`src/rtl/tmr_rb_pkg.sv`:
```
package tmr_rb_pkg;
    localparam int AW       = 2;                 // address bits
    localparam int NCH      = (1 << AW) - 1;     // counters; last address is control
    localparam int BW       = 8;                 // host bus width
    localparam int RB_SEL0  = 1;                 // readback select bit for counter 0
    localparam int RB_NCNT  = 5;                 // active-low count freeze request
    localparam int RB_NST   = 4;                 // active-low status freeze request
endpackage

```
`src/rtl/tmr_rb_strobe.sv`:
```
// Captures bus cycles while a strobe is low; emits one event per completed cycle.
module tmr_rb_strobe
    import tmr_rb_pkg::*;
(
    input  logic          clk,
    input  logic          rst_n,
    input  logic          cs_n,
    input  logic          rd_n,
    input  logic          wr_n,
    input  logic [AW-1:0] addr,
    input  logic [BW-1:0] din,
    output logic          wr_evt,
    output logic [AW-1:0] wr_addr,
    output logic [BW-1:0] wr_data,
    output logic          rd_evt,
    output logic [AW-1:0] rd_addr
);
    typedef struct packed {
        logic          wr_prev;
        logic          rd_prev;
        logic          wsel;
        logic          rsel;
        logic [AW-1:0] waddr;
        logic [AW-1:0] raddr;
        logic [BW-1:0] wdata;
        logic          wr_evt;
        logic          rd_evt;
    } strobe_t;

    strobe_t st_d, st_q;

    always_comb begin
        st_d         = st_q;
        st_d.wr_prev = wr_n;
        st_d.rd_prev = rd_n;
        if (!wr_n) begin
            st_d.wsel  = !cs_n;
            st_d.waddr = addr;
            st_d.wdata = din;
        end
        if (!rd_n) begin
            st_d.rsel  = !cs_n;
            st_d.raddr = addr;
        end
        // completion is the rising strobe edge of a selected cycle
        st_d.wr_evt = !st_q.wr_prev && wr_n && st_q.wsel;
        st_d.rd_evt = !st_q.rd_prev && rd_n && st_q.rsel;
    end

    always_ff @(posedge clk or negedge rst_n) begin
        if (!rst_n) begin
            st_q         <= '0;
            st_q.wr_prev <= 1'b1;
            st_q.rd_prev <= 1'b1;
        end else begin
            st_q <= st_d;
        end
    end

    assign wr_evt  = st_q.wr_evt;
    assign wr_addr = st_q.waddr;
    assign wr_data = st_q.wdata;
    assign rd_evt  = st_q.rd_evt;
    assign rd_addr = st_q.raddr;
endmodule

```
`src/rtl/tmr_rb_chan.sv`:
```
// Freeze state and read sequencing of one counter.
module tmr_rb_chan
    import tmr_rb_pkg::*;
#(
    parameter int CW = 16
) (
    input  logic          clk,
    input  logic          rst_n,
    input  logic          rb_go,
    input  logic          want_cnt,
    input  logic          want_st,
    input  logic          rd_go,
    input  logic [CW-1:0] live_cnt,
    input  logic [BW-1:0] live_st,
    output logic [BW-1:0] rd_byte,
    output logic          cnt_held,
    output logic          st_held
);
    localparam int NB = CW / BW;
    localparam int PW = (NB > 1) ? $clog2(NB) : 1;

    typedef struct packed {
        logic          cnt_held;
        logic          st_held;
        logic [PW-1:0] ptr;
        logic [CW-1:0] cnt_snap;
        logic [BW-1:0] st_snap;
    } chan_t;

    chan_t ch_d, ch_q;
    logic [CW-1:0] src;

    always_comb begin
        ch_d = ch_q;
        if (rd_go) begin
            if (ch_q.st_held) begin
                ch_d.st_held = 1'b0;             // status is served first
            end else if (ch_q.ptr == PW'(NB - 1)) begin
                ch_d.ptr      = '0;
                ch_d.cnt_held = 1'b0;            // released after last byte
            end else begin
                ch_d.ptr = ch_q.ptr + 1'b1;
            end
        end
        if (rb_go) begin
            if (want_cnt && !ch_q.cnt_held) begin // repeat ignored
                ch_d.cnt_held = 1'b1;
                ch_d.cnt_snap = live_cnt;
                ch_d.ptr      = '0;
            end
            if (want_st && !ch_q.st_held) begin
                ch_d.st_held = 1'b1;
                ch_d.st_snap = live_st;
            end
        end
    end

    always_comb begin
        src     = ch_q.cnt_held ? ch_q.cnt_snap : live_cnt;
        rd_byte = ch_q.st_snap;
        if (!ch_q.st_held) begin
            rd_byte = '0;
            for (int b = 0; b < NB; b++) begin
                if (ch_q.ptr == PW'(b)) rd_byte = src[BW*b +: BW];
            end
        end
    end

    always_ff @(posedge clk or negedge rst_n) begin
        if (!rst_n) ch_q <= '0;
        else        ch_q <= ch_d;
    end

    assign cnt_held = ch_q.cnt_held;
    assign st_held  = ch_q.st_held;
endmodule

```
`src/rtl/tmr_bus_rb.sv`:
```
module tmr_bus_rb
    import tmr_rb_pkg::*;
#(
    parameter int CW = 16
) (
    input  logic              clk,
    input  logic              rst_n,
    input  logic              cs_n,
    input  logic              rd_n,
    input  logic              wr_n,
    input  logic [AW-1:0]     addr,
    input  logic [BW-1:0]     din,
    output logic [BW-1:0]     dout,
    output logic              dout_en,
    input  logic [NCH*CW-1:0] live_cnt,
    input  logic [NCH*BW-1:0] live_st,
    output logic [NCH-1:0]    ctr_wr,
    output logic              ctl_wr,
    output logic [BW-1:0]     wr_byte
);
    logic          wr_evt, rd_evt;
    logic [AW-1:0] wr_addr, rd_addr;
    logic [BW-1:0] wr_data;
    logic          is_rb, ctl_evt;
    logic [NCH-1:0] rb_go_w, rd_go_w, cnt_held_w, st_held_w;
    logic [BW-1:0]  chan_byte [NCH];

    tmr_rb_strobe u_strobe (
        .clk(clk), .rst_n(rst_n), .cs_n(cs_n), .rd_n(rd_n), .wr_n(wr_n),
        .addr(addr), .din(din),
        .wr_evt(wr_evt), .wr_addr(wr_addr), .wr_data(wr_data),
        .rd_evt(rd_evt), .rd_addr(rd_addr)
    );

    assign ctl_evt = wr_evt && (wr_addr == AW'(NCH));
    assign is_rb   = (wr_data[7:6] == 2'b11) && !wr_data[0];
    assign ctl_wr  = ctl_evt && !is_rb;
    assign wr_byte = wr_data;

    for (genvar i = 0; i < NCH; i++) begin : g_chan
        assign ctr_wr[i]  = wr_evt && (wr_addr == AW'(i));
        assign rb_go_w[i] = ctl_evt && is_rb && wr_data[RB_SEL0 + i];
        assign rd_go_w[i] = rd_evt && (rd_addr == AW'(i));

        tmr_rb_chan #(.CW(CW)) u_chan (
            .clk(clk), .rst_n(rst_n),
            .rb_go(rb_go_w[i]),
            .want_cnt(!wr_data[RB_NCNT]),
            .want_st(!wr_data[RB_NST]),
            .rd_go(rd_go_w[i]),
            .live_cnt(live_cnt[CW*i +: CW]),
            .live_st(live_st[BW*i +: BW]),
            .rd_byte(chan_byte[i]),
            .cnt_held(cnt_held_w[i]),
            .st_held(st_held_w[i])
        );
    end

    always_comb begin
        dout_en = !cs_n && !rd_n && (addr != AW'(NCH));
        dout    = '0;
        for (int i = 0; i < NCH; i++) begin
            if (addr == AW'(i)) dout = chan_byte[i];
        end
    end
endmodule

```
`config.mk`:
```
export PLATFORM = sky130hd
export DESIGN_NAME = tmr_bus_rb
export DESIGN_NICKNAME = d
export VERILOG_FILES = /design/src/rtl/tmr_rb_pkg.sv /design/src/rtl/tmr_rb_strobe.sv /design/src/rtl/tmr_rb_chan.sv /design/src/rtl/tmr_bus_rb.sv
export SDC_FILE = /design/constraint.sdc
export NUM_CORES = 1
export LEC_CHECK = 0
export BUFFER_PORTS_ARGS = -buffer_cell sky130_fd_sc_hd__buf_2
export CORE_MARGIN = 10
export CORE_UTILIZATION = 45
export CTS_BUF_LIST = sky130_fd_sc_hd__clkbuf_16
export CTS_CLUSTER_DIAMETER = 200
export DETAILED_ROUTE_END_ITERATION = 16
export PLACE_DENSITY = 0.68
export RECOVER_POWER = 50
export REMOVE_ABC_BUFFERS = 1
export SKIP_CTS_REPAIR_TIMING = 1
export SLEW_MARGIN = 20
export SYNTH_ARGS = -nofsm -noshare
export SYNTH_HDL_FRONTEND = slang
export SYNTH_SLANG_ARGS = --single-unit
```
`constraint.sdc`:
```
create_clock -name clk -period 2.04 [get_ports clk]
set_input_delay 0.204 -clock clk [delete_from_list [all_inputs] [get_ports clk]]
set_output_delay 0.204 -clock clk [all_outputs]
set_load 0.1 [all_outputs]
```
==> impl_metrics.yaml <==
status:
  status: "complete, but fails checks"
  violations: "setup timing"
worst_hold_path:
  hp-class: "primary input to register"
global_route:
  grt_max_degree: 44
  grt_usage_pct: 15.3
  grt_pass1_wl_um: 19200
  grt.overflow.total: 0
  grt_pass1_vias: 3600
  antenna_found_initial: 0
floorplan:
  die_h_um: 125
  ios: 108
  fp-row-count: 38
  die_area_um2: 15600
  die_w_um: 125
  initial_core_util_pct: 45.9
  core_area_um2: 10800
routing:
  vias: 3136
  antenna_left: 0
  drtPass1Iterations: 4
  drc: 0
  vias_per_cell: 5.30
  wl_um: 11800
  drtIter0Drc: 133
  avgRoutedWirePerCell_um: 20.0
placement:
  placed_area_um2: 5710
  dp_cells: 576
  dp_hpwl_um: 9220
  io_buffers: 107
  place_congestion: 0.822
  post-place-ws_ns: -0.0964
synth:
  yosys_warnings: 0
  ys_ff_latch: 99
  synth_edf_count: 0
  syn_avg_cell_area_um2: 15.0
  ys_types: 40
  async_flop_share_pct: 100
  syn_inst: 330
  seq_area_frac_synth_pct: 50.1
  synth-main-ff-cell: "dfrtp_1"
  synth_area_um2: 4950
cts:
  cts_max_path_buffers: 2
  cts.htree.levels: 3
  cts_root_buffer: "clkbuf_16"
  insertion_delay_ns: 0.34
  clock-sinks: 99
  tritoncts: "done"
  cts_inserted_buffers: 9
  path_clk_slew_ns: 0.07
power_and_ir_drop:
  p_sw_share_pct: 31.0
  leakagePower_nw: 2.96
  power_mw: 5.36
  p_comb_share_pct: 25.8
  power_switching_mw: 1.66
  pwr-share-clk_pct: 33.0
  vdd_drop_max_mv: 0.547
  power.density_nw_per_um2: 876
  seq_power_share_pct: 41.2
  p_int_mw: 3.70
worst_setup_path:
  worst_setup_path_end_kind: "output port"
  required_ns: 1.84
  worst_ep_arrival_time_ns: 2.13
  critPathMaxFanout: 7
  crit_type: "register to output port"
  cp-start-kind: "register"
finish:
  drive_gt1_share_pct: 59.3
  finalNonFillerCells: 592
  syn2layout_area_growth_pct: 23.4
  fin_nets: 534
  stdcell_area_um2: 6110
  diodes: 0
  final_cell_mix: "dfrtp_1, buf_2, mux2_2"
  fillCellCount: 879
run:
  max_cap_viol_count: 0
sta:
  period_minus_slack_ns: 2.33
  post-route-period-util_pct: 114
  setup_viol: 8
  max_freq_mhz: 429
  rsz0062_at_grt: "yes"
  worst_slew_pin_slew_ns: 1.10
  finClkSkew_ns: 0.00651
  layout_setup_ws_ns: -0.289
  relSlewSlack_pct: 26.6
  slew_viol_final: 0
  hold_viol_final: 0
  setup_tns_ns: -2.06
==> registers in the layout, indices dropped and copies added (netlist names) <==
signal / flops
g_chan.u_chan.ch_q: 75
u_strobe.wr_addr: 2
g_chan.u_chan.st_held: 3
g_chan.u_chan.cnt_held: 3
u_strobe.rd_addr: 2
u_strobe.wr_data: 8
u_strobe.rd_evt: 1
u_strobe.wr_evt: 1
u_strobe.st_q: 4
==> power by group through the flow <==
stage	Combinational (mW)	Sequential (mW)	Clock, mW
global placement	1.29	2.23	0
floorplan	0.728	2.35	0
global route	1.47	2.23	1.90
CTS	1.31	2.21	1.82
detailed placement	1.30	2.24	0
finish	1.38	2.21	1.77
==> cells in the mapped netlist (2+ instances only) <==
library cell | instances | share of area [%]
o21ai_1 | 7 | 0.71
mux2i_1 | 9 | 1.8
a21o_1 | 5 | 0.76
mux2_1 | 3 | 0.68
clkbuf_1 | 3 | 0.23
xnor2_1 | 3 | 0.53
buf_6 | 5 | 1.1
mux4_2 | 18 | 8.2
a22oi_1 | 14 | 2.1
clkbuf_2 | 2 | 0.20
nand3b_1 | 2 | 0.30
buf_4 | 12 | 1.8
and3b_1 | 6 | 1.1
mux4_1 | 6 | 3.2
dfstp_2 | 2 | 1.1
nor2b_1 | 3 | 0.38
mux2_4 | 21 | 6.4
buf_12 | 3 | 1.2
o21ai_0 | 4 | 0.40
mux2_2 | 58 | 13
buf_2 | 4 | 0.40
nor3_1 | 3 | 0.30
dfrtp_1 | 97 | 49
nor2_1 | 10 | 0.76
nand2_1 | 9 | 0.68
o21bai_1 | 7 | 1.1
==> metrics by stage <==
step	utilization [%]	hold WS [ns]
6_report	56.7	0.0642
5_1_grt	56.7	0.0590
4_1_cts	55.8	-0.117
3_5_place_dp	52.9	0.253
3_3_place_gp	52.9	0.247
2_1_floorplan	-	-0.0916
==> cells by family after synthesis <==
family                    synth area share (%)
AOI/OAI and AO/OA                         5.71
xor gates and xnor gates                 0.531
buffers and inverters                     5.15
DFF                                       50.1
muxes                                     33.4
and+or+nand+nor                           5.13
==> worst paths after layout <==
check | endpoint | slack, ns | start | depth (start not counted)
max reg2reg | g_chan[0].u_chan.ch_q[5]$_DFFE_PN0P_ | 0.20 | u_strobe.wr_data[0]$_DFFE_PN0N_ | 5
min in group asynchronous | g_chan[2].u_chan.ch_q[8]$_DFFE_PN0P_ | 0.60 | rst_n | 2
max | dout[6] | -0.29 | g_chan[0].u_chan.cnt_held$_DFF_PN0_ | 6
max in group asynchronous | u_strobe.wr_data[4]$_DFFE_PN0N_ | 0.29 | rst_n | 3
min reg2reg | u_strobe.rd_evt$_DFF_PN0_ | 0.48 | u_strobe.st_q[16]$_DFF_PN1_ | 1
min | u_strobe.st_q[16]$_DFF_PN1_ | 0.06 | rd_n | 1
==> worst max-delay path, cell delays in order (launching register included) <==
cell and delay (ns):
dfrtp_2 0.47, buf_6 0.12, mux4_2 0.53, nor3_2 0.19, o32a_1 0.22, a31oi_4 0.06, buf_12 0.18
==> routing by layer <==
| layer | GRT usage (%) | share of wire (%) | up-vias |
|---|---|---|---|
| li1 | - | - | 1460 |
| met1 | 19.4 | 45 | 1593 |
| met2 | 25.1 | 50 | 70 |
| met3 | 3.74 | 4.4 | 13 |
| met4 | 4.88 | 1.2 | 0 |
| met5 | 0 | 0 | - |
==> cell type report <==
class	count	area (um^2)	area share, %
flip-flops and latches	99	2480	40.6
inverters	1	3.75	0.0614
well taps	140	175	2.86
clock inverters	7	85.1	1.39
repair buffers	136	878	14.4
multi-input cells	200	2270	37.1
clock buffers	9	225	3.68
Power figures use the tool's default switching activity.
